==> config.mk <==
export PLATFORM = sky130hd
export DESIGN_NAME = dbg_rsp_seq
export DESIGN_NICKNAME = d
export VERILOG_FILES = /design/src/rtl/dbg_rsp_pkg.sv /design/src/rtl/dbg_cmd_decode.sv /design/src/rtl/dbg_access_timer.sv /design/src/rtl/dbg_regfile_stub.sv /design/src/rtl/dbg_rsp_seq.sv
export SDC_FILE = /design/constraint.sdc
export NUM_CORES = 1
export LEC_CHECK = 0
export BUFFER_PORTS_ARGS = -buffer_cell sky130_fd_sc_hd__buf_4
export CELL_PAD_IN_SITES_DETAIL_PLACEMENT = 1
export CELL_PAD_IN_SITES_GLOBAL_PLACEMENT = 1
export CORE_MARGIN = 2
export CORE_UTILIZATION = 32
export CTS_CLUSTER_DIAMETER = 80
export DETAILED_ROUTE_END_ITERATION = 10
export GPL_TIMING_DRIVEN = 0
export HOLD_SLACK_MARGIN = 0.12
export PLACE_DENSITY_LB_ADDON = 0.1
export SYNTH_ARGS = -nofsm -noshare
export SYNTH_HDL_FRONTEND = slang
export SYNTH_SLANG_ARGS = --single-unit
==> constraint.sdc <==
create_clock -name clk -period 1.4 [get_ports clk]
set_input_delay 0.14 -clock clk [delete_from_list [all_inputs] [get_ports clk]]
set_output_delay 0.14 -clock clk [all_outputs]
set_load 0.1 [all_outputs]
==> src/rtl/dbg_rsp_pkg.sv <==
`timescale 1ns/1ps
package dbg_rsp_pkg;
   localparam int WORD_W = 16;
   localparam int RSP_W  = WORD_W + 1;
   localparam int REG_W  = 32;
   localparam int IDX_W  = 4;

   localparam logic [3:0] OPC_GRP  = 4'h2;
   localparam logic [3:0] OPC_SUB  = 4'h1;
   localparam logic [3:0] OPC_KIND = 4'h8;

   localparam logic [WORD_W-1:0] DATA_NOTRDY  = 16'h0000;
   localparam logic [WORD_W-1:0] DATA_ILLEGAL = 16'hFFFF;
   localparam logic [WORD_W-1:0] DATA_BUSERR  = 16'h0001;
   localparam logic [WORD_W-1:0] DATA_IDLE    = 16'h0000;

   typedef enum logic [2:0] {
      ST_IDLE,
      ST_BUSY,
      ST_UPPER,
      ST_LOWER,
      ST_ILL,
      ST_BERR
   } seq_state_e;

   typedef struct packed {
      logic             is_read;
      logic [IDX_W-1:0] idx;
   } cmd_dec_t;

   function automatic logic [RSP_W-1:0] mk_rsp(input logic st, input logic [WORD_W-1:0] d);
      return {st, d};
   endfunction
endpackage

==> src/rtl/dbg_cmd_decode.sv <==
`timescale 1ns/1ps
module dbg_cmd_decode
   import dbg_rsp_pkg::*;
(
   input  logic [WORD_W-1:0] word,
   output cmd_dec_t          dec
);
   logic grp_ok, sub_ok, kind_ok;

   always_comb begin
      grp_ok      = (word[15:12] == OPC_GRP);
      sub_ok      = (word[11:8]  == OPC_SUB);
      kind_ok     = (word[7:4]   == OPC_KIND);
      dec.is_read = grp_ok & sub_ok & kind_ok;
      dec.idx     = word[3:0];
   end
endmodule

==> src/rtl/dbg_access_timer.sv <==
`timescale 1ns/1ps
module dbg_access_timer #(
   parameter int ACC_LAT = 4
) (
   input  logic clk,
   input  logic rst_n,
   input  logic start,
   output logic done
);
   localparam int CNT_W = $clog2(ACC_LAT + 1);

   logic [CNT_W-1:0] cnt_q;

   always_ff @(posedge clk or negedge rst_n) begin
      if (!rst_n) begin
         cnt_q <= '0;
      end else if (start) begin
         cnt_q <= CNT_W'(ACC_LAT);
      end else if (cnt_q != '0) begin
         cnt_q <= cnt_q - 1'b1;
      end
   end

   assign done = (cnt_q == CNT_W'(1));
endmodule

==> src/rtl/dbg_regfile_stub.sv <==
`timescale 1ns/1ps
module dbg_regfile_stub
   import dbg_rsp_pkg::*;
#(
   parameter logic [REG_W-1:0] RF_SEED = 32'hC0DE_5A00
) (
   input  logic [IDX_W-1:0] rd_idx,
   output logic [REG_W-1:0] rd_data
);
   localparam int NREG = 1 << IDX_W;
   localparam logic [REG_W-1:0] STEP = 32'h1001_0011;

   logic [REG_W-1:0] regs [NREG];

   for (genvar g = 0; g < NREG; g++) begin : g_reg
      assign regs[g] = RF_SEED ^ (REG_W'(g) * STEP);
   end

   assign rd_data = regs[rd_idx];
endmodule

==> src/rtl/dbg_rsp_seq.sv <==
`timescale 1ns/1ps
module dbg_rsp_seq
   import dbg_rsp_pkg::*;
#(
   parameter int               ACC_LAT = 4,
   parameter logic [31:0]      RF_SEED = 32'hC0DE_5A00
) (
   input  logic              clk,
   input  logic              rst_n,
   input  logic              xfer_valid,
   input  logic [15:0]       xfer_word,
   input  logic              core_halted,
   input  logic              bus_err,
   output logic [16:0]       rsp_word
);
   if (ACC_LAT < 1) begin : g_lat_lo
      $error("ACC_LAT must be at least 1");
   end
   if (ACC_LAT > 65535) begin : g_lat_hi
      $error("ACC_LAT must not exceed 65535");
   end

   seq_state_e        state_q, state_d;
   cmd_dec_t          dec;
   logic              cmd_is_read;
   logic              accepting;
   logic              acc_start;
   logic              acc_done;
   logic [IDX_W-1:0]  idx_q;
   logic [REG_W-1:0]  rf_data;
   logic [REG_W-1:0]  res_q;

   dbg_cmd_decode u_dec (
      .word (xfer_word),
      .dec  (dec)
   );
   assign cmd_is_read = dec.is_read;

   dbg_access_timer #(.ACC_LAT(ACC_LAT)) u_tmr (
      .clk   (clk),
      .rst_n (rst_n),
      .start (acc_start),
      .done  (acc_done)
   );

   dbg_regfile_stub #(.RF_SEED(RF_SEED)) u_rf (
      .rd_idx  (idx_q),
      .rd_data (rf_data)
   );

   always_comb begin
      accepting = 1'b0;
      case (state_q)
         ST_IDLE, ST_LOWER, ST_ILL, ST_BERR: accepting = xfer_valid;
         default:                            accepting = 1'b0;
      endcase
   end

   assign acc_start = accepting & dec.is_read & core_halted;

   always_comb begin
      state_d = state_q;
      if (accepting) begin
         if (!dec.is_read)      state_d = ST_ILL;
         else if (core_halted)  state_d = ST_BUSY;
         else                   state_d = ST_BERR;
      end else begin
         case (state_q)
            ST_BUSY:  if (acc_done)  state_d = bus_err ? ST_BERR : ST_UPPER;
            ST_UPPER: if (xfer_valid) state_d = ST_LOWER;
            default:  state_d = state_q;
         endcase
      end
   end

   always_ff @(posedge clk or negedge rst_n) begin
      if (!rst_n) begin
         state_q <= ST_IDLE;
         idx_q   <= '0;
         res_q   <= '0;
      end else begin
         state_q <= state_d;
         if (acc_start) idx_q <= dec.idx;
         if (state_q == ST_BUSY && acc_done && !bus_err) res_q <= rf_data;
      end
   end

   always_comb begin
      case (state_q)
         ST_BUSY:  rsp_word = mk_rsp(1'b1, DATA_NOTRDY);
         ST_UPPER: rsp_word = mk_rsp(1'b0, res_q[31:16]);
         ST_LOWER: rsp_word = mk_rsp(1'b0, res_q[15:0]);
         ST_ILL:   rsp_word = mk_rsp(1'b1, DATA_ILLEGAL);
         ST_BERR:  rsp_word = mk_rsp(1'b1, DATA_BUSERR);
         default:  rsp_word = mk_rsp(1'b0, DATA_IDLE);
      endcase
   end
endmodule

==> results.json, run 1 <==
{
  "place.gp.congestion": 0.6600,
  "crit_endpoint": "rsp_word[7]",
  "cts_sinks": 18,
  "dp_hpwl_um": 2105,
  "rows": 20,
  "synth_cells": 116,
  "run_status": "stopped before the end",
  "ys_ff_latch": 18,
  "haltStage": "global routing (5_1_grt)",
  "synth_warnings": 0,
  "ys_types": 34,
  "port-buffer-count": 37,
  "grt_max_degree": 19,
  "ys_seq_area_share_pct": 42.60,
  "worstEndpointType": "primary output",
  "synth.avg_cell_area_sq_um": 9.114,
  "syn_nets": 140,
  "cts_made_buffers": 3,
  "dieWidth_um": 61.48,
  "error_line": "[ERROR DPL-0033] detailed placement checks failed during check placement.",
  "cts_root_buf": "clkbuf_4",
  "cts.path.max_buffers": 2,
  "pin_count": 38,
  "die_y_um": 61.48,
  "grt_antenna_before_repair": 0,
  "syn_area_sq_um": 1057,
  "initial_utilization_pct": 34.07,
  "h-tree-depth": 1
}
## cell usage after synthesis, drive strengths merged
master / n / share of area, %
a21boi: 1 / 0.71
a21o: 1 / 0.71
a21oi: 8 / 3.8
a22o: 1 / 0.83
a31o: 2 / 1.7
a32oi: 1 / 0.83
and2: 4 / 2.5
buf: 3 / 1.9
clkbuf: 4 / 1.4
dfrtp: 18 / 43
ha: 3 / 3.6
inv: 4 / 1.4
mux2: 4 / 4.3
mux2i: 1 / 0.95
nand2: 22 / 7.8
nand2b: 5 / 3.0
nand3: 1 / 0.47
nand4: 1 / 2.0
nor2: 10 / 3.6
nor2b: 2 / 1.2
nor3b: 1 / 0.71
nor4: 3 / 3.8
o211a: 1 / 0.95
o21a: 1 / 0.71
o21ai: 9 / 4.3
o221ai: 1 / 0.83
or4: 1 / 0.71
or4b: 1 / 1.3
xnor2: 1 / 0.83
xor2: 1 / 0.83
## kinds of logic after synthesis
group	after synthesis	share of synthesized area, %
compound gates	26	15.27
xor+xnor	2	1.657
fa+ha+maj	3	3.551
buf+inv	11	4.732
flops	18	42.60
mux	5	5.207
simple gates	51	26.98
## repair_timing
action	in CTS
gates resized for setup	82
hold buffers	5
hold endpoints to repair	22
pin swaps	7
setup endpoints to repair	34
buffers inserted	17
## metrics by stage
step / cell area (sq um) / util [%] / std cells / worst slack [ns] / hold slack [ns]
after floorplan: 1250 / - / 116 / -0.4800 / -0.1556
after global placement: 1583 / 51.01 / 197 / -0.4299 / 0.01824
after detailed placement: 1583 / 51.01 / 197 / -0.4145 / 0.02199
after CTS: 2120 / 68.31 / 222 / -0.4596 / 0.1780
==> run 2: changes to the inputs <==
--- a/config.mk
+++ b/config.mk
@@ -6,15 +6,11 @@
 export NUM_CORES = 1
 export LEC_CHECK = 0
 export BUFFER_PORTS_ARGS = -buffer_cell sky130_fd_sc_hd__buf_4
-export CELL_PAD_IN_SITES_DETAIL_PLACEMENT = 1
-export CELL_PAD_IN_SITES_GLOBAL_PLACEMENT = 1
-export CORE_MARGIN = 2
-export CORE_UTILIZATION = 32
-export CTS_CLUSTER_DIAMETER = 80
+export CORE_AREA = 2 2 63 65
 export DETAILED_ROUTE_END_ITERATION = 10
+export DIE_AREA = 0 0 65 67
 export GPL_TIMING_DRIVEN = 0
-export HOLD_SLACK_MARGIN = 0.12
-export PLACE_DENSITY_LB_ADDON = 0.1
+export PLACE_DENSITY_LB_ADDON = 0.15
 export SYNTH_ARGS = -nofsm -noshare
 export SYNTH_HDL_FRONTEND = slang
 export SYNTH_SLANG_ARGS = --single-unit
==> constraint.sdc (replaced) <==
create_clock -name clk -period 1.8 [get_ports clk]
set_input_delay 0.18 -clock clk [delete_from_list [all_inputs] [get_ports clk]]
set_output_delay 0.18 -clock clk [all_outputs]
set_load 0.1 [all_outputs]
==> results.json, run 2 <==
{
  "die_y_um": 67,
  "syn_area_sq_um": 1057,
  "via_count": 984,
  "synth_top_family_by_area": "simple AND/OR/NAND/NOR gates",
  "synth_warnings": 0,
  "peakVddDrop_uv": 566.9,
  "ys_types": 34,
  "startpoint_type": "register",
  "largest_register": "res_q",
  "tightest_slew_ns": 0.6884,
  "pin_count": 38,
  "dp_hpwl_um": 1979,
  "synth_cells": 116,
  "period_needed_ns": 1.849,
  "yosysMostFrequentCell": "nand2_1",
  "place.gp.congestion": 0.7414,
  "cts_root_buf": "clkbuf_8",
  "synthArstFlopShare_pct": 100.0,
  "crit_start": "state_q[1]",
  "drc": 0,
  "grt_max_degree": 19,
  "via_per_inst": 4.686,
  "synth.area.top_cells": "dfrtp_1, nand2_1, o21ai_0, mux2_2, a21oi_1",
  "power_leakage_nw": 0.8638,
  "overflow": 0,
  "crit_path_end_kind": "output port",
  "grt_pass1_vias": 997,
  "mostFrequentLayoutCell": "buf_4",
  "synth.avg_cell_area_sq_um": 9.114,
  "final-max-slew-violation-count": 0,
  "h-tree-depth": 1,
  "layout_setup_ws_ns": -0.04896,
  "crit_end": "rsp_word[7]",
  "drt-initial-drc-count": 17,
  "cpLargestDelayFamily": "buffers and inverters",
  "slowest_delay_ns": 0.39,
  "antenna_cells": 0,
  "finClkSkew_ns": 0.007412,
  "pwr_density_cell_nw_per_um2": 1140,
  "clock_latency_ns": 0.25,
  "finalNetCount": 187,
  "maxClockFrequency_ghz": 0.5408,
  "cp_cell_sequence": "clkbuf_8 -> nor2b_4 -> buf_8 -> a21oi_4 -> nor2_2 -> a31o_2 -> buf_12",
  "cts_made_buffers": 3,
  "rr_worst_depth": 6,
  "cts.clk_slew.worst_paths_ns": 0.08,
  "finalPower_w": 0.002122,
  "drive_gt1_share_pct": 52.47,
  "instances_no_fill": 210,
  "synth_fa_ha_area_share_pct": 3.550,
  "final_cell_mix": "buf_4, nand2_1, dfrtp_1, buf_12",
  "cts.path.max_buffers": 2,
  "synthTopCellsByCount": "nand2_1, dfrtp_1, nor2_1",
  "synth_top_area_share_pct": 42.60,
  "violations": "negative setup slack",
  "hold_start": "xfer_word[0]",
  "final_util_pct": 51.63,
  "drt-total-wl_um": 2763,
  "reg_top3": "res_q x8, idx_q x4",
  "run_status": "complete, but fails checks",
  "coreArea_sq_um": 3606,
  "ys_ff_latch": 18,
  "synth_edf_count": 0,
  "worstReg2RegEnd": "state_q[0]",
  "reg2reg_slack_ns": 0.04,
  "synth_compound_area_share_pct": 15.27,
  "crit_path_max_fanout": 8,
  "grt_use_total_pct": 13.48,
  "ys_seq_area_share_pct": 42.60,
  "critPathBufInv": 3,
  "area_delta_synth_final_pct": 76.10,
  "yosys.area_share.simple_pct": 26.98,
  "grt_antenna_before_repair": 0,
  "required_ns": 1.62,
  "synth_ff_type": "dfrtp_1",
  "detailedPlace.worstSlack_ns": -0.04902,
  "dieWidth_um": 65,
  "rsz0062_at_grt": "yes",
  "cts_sinks": 18,
  "hp-class": "in -> reg",
  "cts_tree": "built",
  "slew_headroom_pct": 53.69,
  "max_cap_violations": 0,
  "cp.arrival_ns": 1.67,
  "syn_nets": 140,
  "worstReg2RegStart": "state_q[0]",
  "fin_crit_sh_pct": 102.7,
  "synth_top_cell_by_area": "dfrtp_1",
  "largest_register_ffs": 8,
  "hold_violations": 0,
  "die_area_sq_um": 4355,
  "ant_nets": 0,
  "criticalPathCategory": "reg -> out",
  "cpMaxStageDelayCell": "dfrtp_1",
  "path_depth": 7,
  "initial_utilization_pct": 29.32,
  "rows": 22,
  "port-buffer-count": 37,
  "dp_cells": 201,
  "wl_per_cell_um": 13.16,
  "grt_pass1_wl_um": 4533,
  "finalSetupViolCount": 7,
  "synth_xor_xnor_area_share_pct": 1.657,
  "synthMuxAreaShare_pct": 5.207,
  "drt_first_pass_iters": 3
}
## run 2: cell counts after synthesis
Identical to the previous run, type by type.
## run 2: kinds of logic (layout without fill, tap and decap cells)
family,after synthesis,count (layout)
compound gates,26,26
simple gates,51,51
buf+inv,11,57
flops,18,18
fa+ha+maj,3,3
xor+xnor,2,2
mux,5,5
## run 2: how the worst min path moves through the flow
stage,cells past startpoint,endpoint,slack (ns)
after floorplan,0,idx_q[0],-0.12
after global placement,1,u_tmr.cnt_q[2],0.06
after detailed placement,1,u_tmr.cnt_q[2],0.06
after CTS,2,idx_q[0],0.16
after global routing,2,idx_q[0],0.16
final,2,idx_q[0],0.16
## run 2: repair_timing
action | in CTS | in global routing
setup buffers | 4 | 0
gates cloned | 0 | 0
hold buffers | 1 | 0
pin swaps | 1 | 2
gates resized for setup | 25 | 23
setup endpoints to repair | 14 | 24
hold endpoints to repair | 18 | 0
## run 2: report_power, final
group | switching [W] | internal (W)
clock | 0.000139 | 0.000194
sequential | 0.0000327 | 0.000452
combinational | 0.000822 | 0.000482
## run 2: cell type report
| class | instances | area [sq um] |
|---|---|---|
| Inverter | 4 | 15.01 |
| Multi-Input combinational cell | 87 | 738.2 |
| Timing Repair Buffer | 42 | 462.9 |
| Clock buffer | 4 | 55.05 |
| Buffer | 7 | 80.08 |
| Fill cell | 330 | 1744 |
| Sequential cell | 18 | 450.4 |
| Tap cell | 48 | 60.06 |
## run 2: metrics by stage
step                setup TNS, ns  hold WS, ns  cell area, sq um
finish                    -0.1553       0.1581              1862
detailed placement       -0.06721      0.06211              1572
floorplan                 -0.2980      -0.1156              1234
CTS                       -0.2441       0.1568              1764
global route              -0.8773       0.1571              1862
global placement         -0.05580      0.06085              1572
## run 2: per-layer routing
layer  wire (um)  track usage (%)  up-vias
li1            -                -      493
met1        1179            16.68      466
met2        1461            24.10       21
met3          85            1.014        4
met4          36            5.585        0
met5           0                0        -
Power figures use the tool's default switching activity.
